$ cat config.mk
export PLATFORM = sky130hd
export DESIGN_NAME = mulco_unit
export DESIGN_NICKNAME = d
export VERILOG_FILES = /design/src/rtl/mulco_pkg.sv /design/src/rtl/mulco_decode.sv /design/src/rtl/mulco_ctrl.sv /design/src/rtl/mulco_datapath.sv /design/src/rtl/mulco_unit.sv
export SDC_FILE = /design/constraint.sdc
export NUM_CORES = 1
export LEC_CHECK = 0
export ABC_CLOCK_PERIOD_IN_PS = 8700
export BUFFER_PORTS_ARGS = -buffer_cell sky130_fd_sc_hd__clkbuf_2
export CAP_MARGIN = 40
export CORE_MARGIN = 2
export CORE_UTILIZATION = 50
export DETAILED_ROUTE_END_ITERATION = 7
export GPL_TIMING_DRIVEN = 0
export PLACE_DENSITY = 0.7
export SLEW_MARGIN = 20
export SYNTH_ARGS = -nofsm -noshare
export SYNTH_HDL_FRONTEND = slang
export SYNTH_SLANG_ARGS = --single-unit
$ cat constraint.sdc
create_clock -name clk -period 8.7 [get_ports clk]
set_input_delay 0.435 -clock clk [delete_from_list [all_inputs] [get_ports clk]]
set_output_delay 0.435 -clock clk [all_outputs]
set_load 0.05 [all_outputs]
$ cat src/rtl/mulco_pkg.sv
`timescale 1ns/1ps
package mulco_pkg;

  typedef enum logic [1:0] {
    OP_MUL    = 2'd0,
    OP_MULH   = 2'd1,
    OP_MULHSU = 2'd2,
    OP_MULHU  = 2'd3
  } mul_op_e;

  typedef enum logic [1:0] {
    ST_IDLE,
    ST_RUN,
    ST_FIN,
    ST_DRAIN
  } mul_st_e;

  typedef struct packed {
    logic    hit;
    mul_op_e op;
  } mul_dec_t;

  localparam logic [6:0] OPC_REG_REG = 7'b0110011;
  localparam logic [6:0] F7_MULDIV   = 7'b0000001;

  // opcode, funct7 and funct3[2] must all match
  function automatic mul_dec_t decode_word(input logic [31:0] w);
    mul_dec_t d;
    d.hit = (w[6:0] == OPC_REG_REG) && (w[31:25] == F7_MULDIV) && !w[14];
    d.op  = mul_op_e'(w[13:12]);
    return d;
  endfunction

  function automatic logic first_is_signed(input mul_op_e op);
    return (op == OP_MULH) || (op == OP_MULHSU);
  endfunction

  function automatic logic second_is_signed(input mul_op_e op);
    return op == OP_MULH;
  endfunction

  function automatic logic wants_low_half(input mul_op_e op);
    return op == OP_MUL;
  endfunction

endpackage

$ cat src/rtl/mulco_decode.sv
`timescale 1ns/1ps
module mulco_decode
  import mulco_pkg::*;
(
  input  logic [31:0] insn_i,
  output logic        hit_o,
  output mul_op_e     op_o
);
  mul_dec_t dec;

  always_comb begin
    dec   = decode_word(insn_i);
    hit_o = dec.hit;
    op_o  = dec.op;
  end
endmodule

$ cat src/rtl/mulco_ctrl.sv
`timescale 1ns/1ps
module mulco_ctrl
  import mulco_pkg::*;
#(
  parameter int XLEN = 32,
  parameter int BPS  = 1
) (
  input  logic    clk,
  input  logic    rst_n,
  input  logic    valid_i,
  input  logic    hit_i,
  input  mul_op_e op_i,
  output logic    claim_o,
  output logic    step_o,
  output logic    wait_o,
  output logic    ready_o,
  output mul_op_e op_q_o
);
  localparam int STEPS_LO = XLEN / BPS;
  localparam int STEPS_HI = 2 * XLEN / BPS;
  localparam int CW       = $clog2(STEPS_HI + 1);

  mul_st_e        st_q;
  logic [CW-1:0]  cnt_q;
  mul_op_e        op_q;

  assign claim_o = (st_q == ST_IDLE) && valid_i && hit_i;
  assign step_o  = (st_q == ST_RUN) && valid_i;
  assign wait_o  = valid_i && (((st_q == ST_IDLE) && hit_i) || (st_q == ST_RUN));
  assign ready_o = (st_q == ST_FIN);
  assign op_q_o  = op_q;

  always_ff @(posedge clk or negedge rst_n) begin
    if (!rst_n) begin
      st_q  <= ST_IDLE;
      cnt_q <= '0;
      op_q  <= OP_MUL;
    end else begin
      unique case (st_q)
        ST_IDLE: if (claim_o) begin
          st_q  <= ST_RUN;
          op_q  <= op_i;
          cnt_q <= wants_low_half(op_i) ? CW'(STEPS_LO) : CW'(STEPS_HI);
        end
        ST_RUN: begin
          if (!valid_i) begin
            st_q <= ST_IDLE;
          end else begin
            cnt_q <= cnt_q - 1'b1;
            if (cnt_q == CW'(1)) st_q <= ST_FIN;
          end
        end
        ST_FIN:   st_q <= valid_i ? ST_DRAIN : ST_IDLE;
        ST_DRAIN: if (!valid_i) st_q <= ST_IDLE;
        default:  st_q <= ST_IDLE;
      endcase
    end
  end
endmodule

$ cat src/rtl/mulco_datapath.sv
`timescale 1ns/1ps
module mulco_datapath
  import mulco_pkg::*;
#(
  parameter int XLEN = 32,
  parameter int BPS  = 1
) (
  input  logic            clk,
  input  logic            rst_n,
  input  logic            load_i,
  input  logic            step_i,
  input  mul_op_e         op_i,
  input  mul_op_e         op_q_i,
  input  logic [XLEN-1:0] rs1_i,
  input  logic [XLEN-1:0] rs2_i,
  output logic [XLEN-1:0] result_o
);
  localparam int W2 = 2 * XLEN;

  logic [W2-1:0] mcand_q, mplier_q, acc_q;

  function automatic logic [W2-1:0] widen(input logic [XLEN-1:0] v, input logic sgn);
    return {{XLEN{sgn & v[XLEN-1]}}, v};
  endfunction

  // one engine step: add shifted multiplicand for each of BPS multiplier bits
  function automatic logic [W2-1:0] add_step(input logic [W2-1:0] acc,
                                             input logic [W2-1:0] mc,
                                             input logic [W2-1:0] mp);
    logic [W2-1:0] s;
    s = acc;
    for (int i = 0; i < BPS; i++) begin
      if (mp[i]) s = s + (mc << i);
    end
    return s;
  endfunction

  always_ff @(posedge clk or negedge rst_n) begin
    if (!rst_n) begin
      mcand_q  <= '0;
      mplier_q <= '0;
      acc_q    <= '0;
    end else if (load_i) begin
      mcand_q  <= widen(rs1_i, first_is_signed(op_i));
      mplier_q <= widen(rs2_i, second_is_signed(op_i));
      acc_q    <= '0;
    end else if (step_i) begin
      acc_q    <= add_step(acc_q, mcand_q, mplier_q);
      mcand_q  <= mcand_q << BPS;
      mplier_q <= mplier_q >> BPS;
    end
  end

  assign result_o = wants_low_half(op_q_i) ? acc_q[XLEN-1:0] : acc_q[W2-1:XLEN];
endmodule

$ cat src/rtl/mulco_unit.sv
`timescale 1ns/1ps
module mulco_unit
  import mulco_pkg::*;
#(
  parameter int XLEN = 32,
  parameter int BPS  = 1
) (
  input  logic            clk,
  input  logic            rst_n,
  input  logic            valid_i,
  input  logic [31:0]     insn_i,
  input  logic [XLEN-1:0] rs1_i,
  input  logic [XLEN-1:0] rs2_i,
  output logic            wait_o,
  output logic            ready_o,
  output logic            wr_o,
  output logic [XLEN-1:0] rd_o
);
  logic            hit_w;
  mul_op_e         op_w;
  logic            claim_w;
  logic            step_w;
  mul_op_e         op_q_w;
  logic [XLEN-1:0] result_w;

  mulco_decode u_dec (
    .insn_i (insn_i),
    .hit_o  (hit_w),
    .op_o   (op_w)
  );

  mulco_ctrl #(.XLEN(XLEN), .BPS(BPS)) u_ctrl (
    .clk     (clk),
    .rst_n   (rst_n),
    .valid_i (valid_i),
    .hit_i   (hit_w),
    .op_i    (op_w),
    .claim_o (claim_w),
    .step_o  (step_w),
    .wait_o  (wait_o),
    .ready_o (ready_o),
    .op_q_o  (op_q_w)
  );

  mulco_datapath #(.XLEN(XLEN), .BPS(BPS)) u_dp (
    .clk      (clk),
    .rst_n    (rst_n),
    .load_i   (claim_w),
    .step_i   (step_w),
    .op_i     (op_w),
    .op_q_i   (op_q_w),
    .rs1_i    (rs1_i),
    .rs2_i    (rs2_i),
    .result_o (result_w)
  );

  assign wr_o = ready_o;
  assign rd_o = ready_o ? result_w : '0;
endmodule

# == Word level (Yosys, flattened, before mapping) ==
# Cells that the tools add are included.
# word_totals
register_bits,203
in_bits,99
wordCells,61
# classes
n_addsub,2
eq_ne,12
muxes,19
n_bitwise,2
n_reduce_logical,20
# op_table
operator,n
$mux W64,7
$add A64 B64 Y64,1
$mux W32,2
$mux W7,3
$eq A7 B1 Y1 const B,2
$pmux W7 S2,1
$mux W2,5
$pmux W2 S4,1
$eq A7 B6 Y1 const B,1
$logic_and A1 B1 Y1,7
$sub A7 B1 Y7 const B,1
$eq A2 B2 Y1 const B,3
$logic_not A2 Y1,3
$ne A2 B2 Y1 const B,3
$reduce_and A3 Y1,2
$reduce_bool A2 Y1,3
$eq A2 B1 Y1 const B,2
$reduce_and A2 Y1,2
$ne A3 B3 Y1 const B,1
$and A1 B1 Y1,2
$logic_or A1 B1 Y1,2
$logic_not A1 Y1,1

# == Depth between registers and ports, before layout ==
# logic_depth
word_depth,6
ltp_mapped,13
depth_no_buf,13

# == Modules after synthesis ==
# A second synthesis with hierarchy kept.
# hier_totals
hier_cells,1577
area_unflattened_um2,13400.4
# modules_own_cells
module,instances,cells_per_inst,area_each_um2,seq_area_each_um2
mulco_datapath,1,1477,12497.0,4804.6
mulco_ctrl,1,57,583.1,275.3
mulco_unit,1,36,262.8,0.0
mulco_decode,1,7,57.6,0.0

# == Worst setup path after synthesis ==
# No wires, ideal clock.
# synth_path
path_kind,reg-to-reg
start,reg u_dp.acc_q[0]
end,reg u_dp.acc_q[54]
arrival_time_ns,3.021
required_time_ns,8.617
setup_slack_ns,5.596
path_stages_with_launch,14
n_path_buf,0
cell_sequence,dfrtp_1 ha_1 fa_1 a21o_1 a21oi_2 o21ai_4 a21oi_1 o221ai_1 a311oi_1 o21ai_0 a21oi_1 o21ai_0 xnor2_1 o21ai_0
# synth_between
elab_chain_cells,4
# synth_rtl
element,line,source
from (decl),mulco_datapath.sv:20,"logic [W2-1:0] mcand_q, mplier_q, acc_q;"
from (signal assigned),mulco_datapath.sv:48,"acc_q <= add_step(acc_q, mcand_q, mplier_q);"
$add A64 B64 Y64,mulco_datapath.sv:33,if (mp[i]) s = s + (mc << i);
$mux W64,mulco_datapath.sv:33,
$mux W64,mulco_datapath.sv:47,end else if (step_i) begin
$mux W64,mulco_datapath.sv:43,end else if (load_i) begin
# Every way passes these cells. The select of a mux whose other input is x is not followed.
# A chain may end at the register's enable or synchronous reset.

# == Worst setup path after layout ==
# Ends and elaborated chain as after synthesis.

==> impl_metrics.env <==
export IMPL_dpl_hpwl_mm=26.8
export IMPL_relSlewSlack=0.473
export IMPL_endpoint="u_dp.acc_q[54]$_DFFE_PN0P_"
export IMPL_insertedDiodeCount=0
export IMPL_ir_drop_uv=146
export IMPL_grt_max_degree=86
export IMPL_hold_viol=0
export IMPL_dp_slack_ns=4.60
export IMPL_setup_violations=0
export IMPL_rr_endpoint="u_dp.acc_q[54]$_DFFE_PN0P_"
export IMPL_gp_congestion=0.948
export IMPL_r2r_cells=13
export IMPL_floorplan_die_area_um2=25800
export IMPL_synth_cell_type_count=69
export IMPL_port_buffers=118
export IMPL_slew_viol_final=0
export IMPL_grt_pass1_vias=10900
export IMPL_ff2ff_setup_slack_ns=4.60
export IMPL_layout_drive_gt1_share=0.113
export IMPL_synth_area_leaders="dfrtp_1, nand2_1, ha_1, a21oi_1, o21ai_0"
export IMPL_cp_required_ns=9.08
export IMPL_cts_root_buf="clkbuf_16"
export IMPL_fin_crit_ns=4.10
export IMPL_fin_tns_setup_ns=0
export IMPL_rr_startpoint="u_dp.acc_q[0]$_DFFE_PN0P_"
export IMPL_synth_most_common_cell="nand2_1"
export IMPL_worst_pin_slew_ns=0.787
export IMPL_yosys_warnings=0
export IMPL_n_fill_cell=2243
export IMPL_die_h_um=161
export IMPL_run_status="finished, final reports clean"
export IMPL_syn_inst=1488
export IMPL_htreeDepth=1
export IMPL_crit_chain="ha_1, fa_1, a21o_1, a21oi_2, o21ai_4, a21oi_1, o221ai_1, a311oi_1, o21ai_0, a21oi_1, o21ai_0, xnor2_1, o21ai_0"
export IMPL_seq_area_frac_synth=0.414
export IMPL_ant_nets=0
export IMPL_place_area_um2=13400
export IMPL_synth_edf_count=0
export IMPL_crit_start="u_dp.acc_q[0]$_DFFE_PN0P_"
export IMPL_fin_util=0.582
export IMPL_numCtsBuffers=23
export IMPL_die_w_um=161
export IMPL_power_density_nw_per_um2=162
export IMPL_clkLatencyLatePin_ns=0.52
export IMPL_worst_setup_path_start_kind="flop"
export IMPL_cts_max_path_buffers=3
export IMPL_syn_avg_cell_area_um2=8.25
export IMPL_vias=11400
export IMPL_rsz0062_at_grt="no"
export IMPL_synth_ff_type="dfrtp_1"
export IMPL_slowest_delay_ns=0.50
export IMPL_vias_per_cell=5.76
export IMPL_maxCapViolations=0
export IMPL_critPathBufInv=0
export IMPL_clk_pin_slew_ns=0.06
export IMPL_cp_arrival_ns=4.48
export IMPL_clkSinkCount=203
export IMPL_cp_depth=13
export IMPL_hold_path_class="input port to flop"
export IMPL_path_class="flop to flop"
export IMPL_yosysTopAreaCell="dfrtp_1"
export IMPL_syn_num_nets=1655
export IMPL_cp_common_cell="o21ai_0"
export IMPL_yosysTopAreaCellShare=0.414
export IMPL_fin_skew_ns=0.0150
export IMPL_synth_async_reset_ratio=1.00
export IMPL_drc=0
export IMPL_max_freq_ghz=0.244
export IMPL_endpoint_kind="flop"
export IMPL_ys_top_cells_by_count="nand2_1, dfrtp_1, a21oi_1, o21ai_0, nor2_1"
export IMPL_tritoncts="done"
export IMPL_first_iter_violations=886
export IMPL_core_um2=24200
export IMPL_drt_total_wl_mm=35.6
export IMPL_start_util=0.506
export IMPL_row_count=57
export IMPL_pin_count=134
export IMPL_first_pass_iters=5
export IMPL_nets=1802
export IMPL_slowest_stage="a311oi_1"
export IMPL_synth_area_um2=12300
export IMPL_synth_seq_cells=203
export IMPL_area_growth_pct=14.9
export IMPL_fin_area_um2=14100
export IMPL_cp_top_family="compound AO/OA/AOI/OAI gates"
export IMPL_crit_fanout=4
export IMPL_wl_per_cell_um=18.1
export IMPL_grt_usage=0.277
export IMPL_grt_pass1_wl_mm=57.7
export IMPL_setup_slack_ns=4.60
export IMPL_p_leak_nw=6.84
export IMPL_min_period_over_period=0.471
export IMPL_antenna_found_initial=0
export IMPL_gr_total_overflow=0
routing by layer:
metal	vias to the layer above	global-route usage	wire length (µm)
met5	-	0	0
met4	0	0.0767	1000
met3	56	0.0467	2320
met2	380	0.445	16200
met1	5403	0.389	16100
li1	5524	-	-
placed cells by master, fill, tap and decap left out, types with 6 or more instances in the layout:
cell | synthesis | routed
clkbuf_2 | 0 | 117
nand2b_1 | 8 | 8
a22oi_1 | 40 | 40
a21o_1 | 48 | 48
o21ai_0 | 119 | 119
xnor2_1 | 34 | 34
o211ai_1 | 6 | 6
nor2b_1 | 11 | 11
nand4_1 | 19 | 19
clkbuf_1 | 90 | 95
nand3_1 | 44 | 44
nand2_1 | 321 | 321
nor3_1 | 9 | 8
xor2_1 | 27 | 27
o21bai_1 | 10 | 10
nor2_1 | 113 | 113
and2_1 | 6 | 6
ha_1 | 67 | 67
buf_1 | 7 | 7
inv_1 | 16 | 16
and3_1 | 8 | 8
clkbuf_16 | 0 | 23
o21a_1 | 6 | 6
dfrtp_1 | 203 | 203
a31oi_1 | 48 | 48
a21oi_1 | 153 | 153
what timing repair did:
item / 4_1_cts / 5_1_grt
endpoints found under the hold margin: 41 / 0
gates resized for setup: 0 / 0
hold buffers: 1 / 0
buffers inserted: 0 / 0
setup endpoints to repair: 0 / 0
cell type report:
type,count,area (µm²),share of cell area
buffer,105,419,0.0297
clock buffer,32,649,0.0460
clock inverter,8,97.6,0.00692
inverter,16,60.1,0.00426
multi-input combinational,1164,6730,0.477
sequential,203,5080,0.360
tap,324,405,0.0287
timing repair buffer,122,672,0.0476
sequential cells by signal, summed over array words and instances (netlist names):
name           count
u_dp.acc_q        64
u_dp.mcand_q      64
u_dp.mplier_q     64
u_ctrl.cnt_q       7
u_ctrl.op_q_o      2
u_ctrl.st_q        2
tightest hold or removal path: stages:
cell and delay (ns):
clkbuf_2 0.07, nand2_1 0.04, nand2_1 0.06
cells by family (layout without fill, tap and decap cells):
logic type | count (synthesis) | in the layout | synth area share
buffers and inverters | 121 | 283 | 0.0390
AO/OA/AOI/OAI | 470 | 470 | 0.237
adder cells (fa/ha/maj) | 68 | 68 | 0.0699
flip-flops | 203 | 203 | 0.414
multiplexers | 3 | 3 | 0.00245
AND/OR/NAND/NOR | 562 | 562 | 0.195
XOR/XNOR | 61 | 61 | 0.0435
stage by stage:
step	hold slack [ns]	power [mW]	cells
6_report	0.112	2.28	1974
5_1_grt	0.121	2.38	1974
4_1_cts	0.102	2.29	1974
3_5_place_dp	0.400	1.32	1933
3_3_place_gp	0.461	1.31	1930
2_1_floorplan	0.139	1.23	1488
where the power goes:
group,total [mW],switching (mW),internal (mW)
clock network,0.973,0.394,0.579
registers,1.06,0.0492,1.01
logic,0.249,0.147,0.102
how the worst min path moves through the flow:
| stage | start | end | slack [ns] | depth (start not counted) |
|---|---|---|---|---|
| after floorplan | rst_n | u_ctrl.cnt_q[0]$_DFFE_PN0P_ | 0.14 | 0 |
| after CTS | rs1_i[0] | u_dp.mcand_q[0]$_DFFE_PN0P_ | 0.10 | 3 |
| after global routing | rs1_i[0] | u_dp.mcand_q[0]$_DFFE_PN0P_ | 0.12 | 3 |
| after detailed placement | rst_n | u_dp.mcand_q[9]$_DFFE_PN0P_ | 0.40 | 1 |
| after global placement | u_dp.mplier_q[1]$_DFFE_PN0P_ | u_dp.mplier_q[1]$_DFFE_PN0P_ | 0.46 | 2 |
| final | rs1_i[0] | u_dp.mcand_q[0]$_DFFE_PN0P_ | 0.11 | 3 |
(Power assumes the default switching activity.)
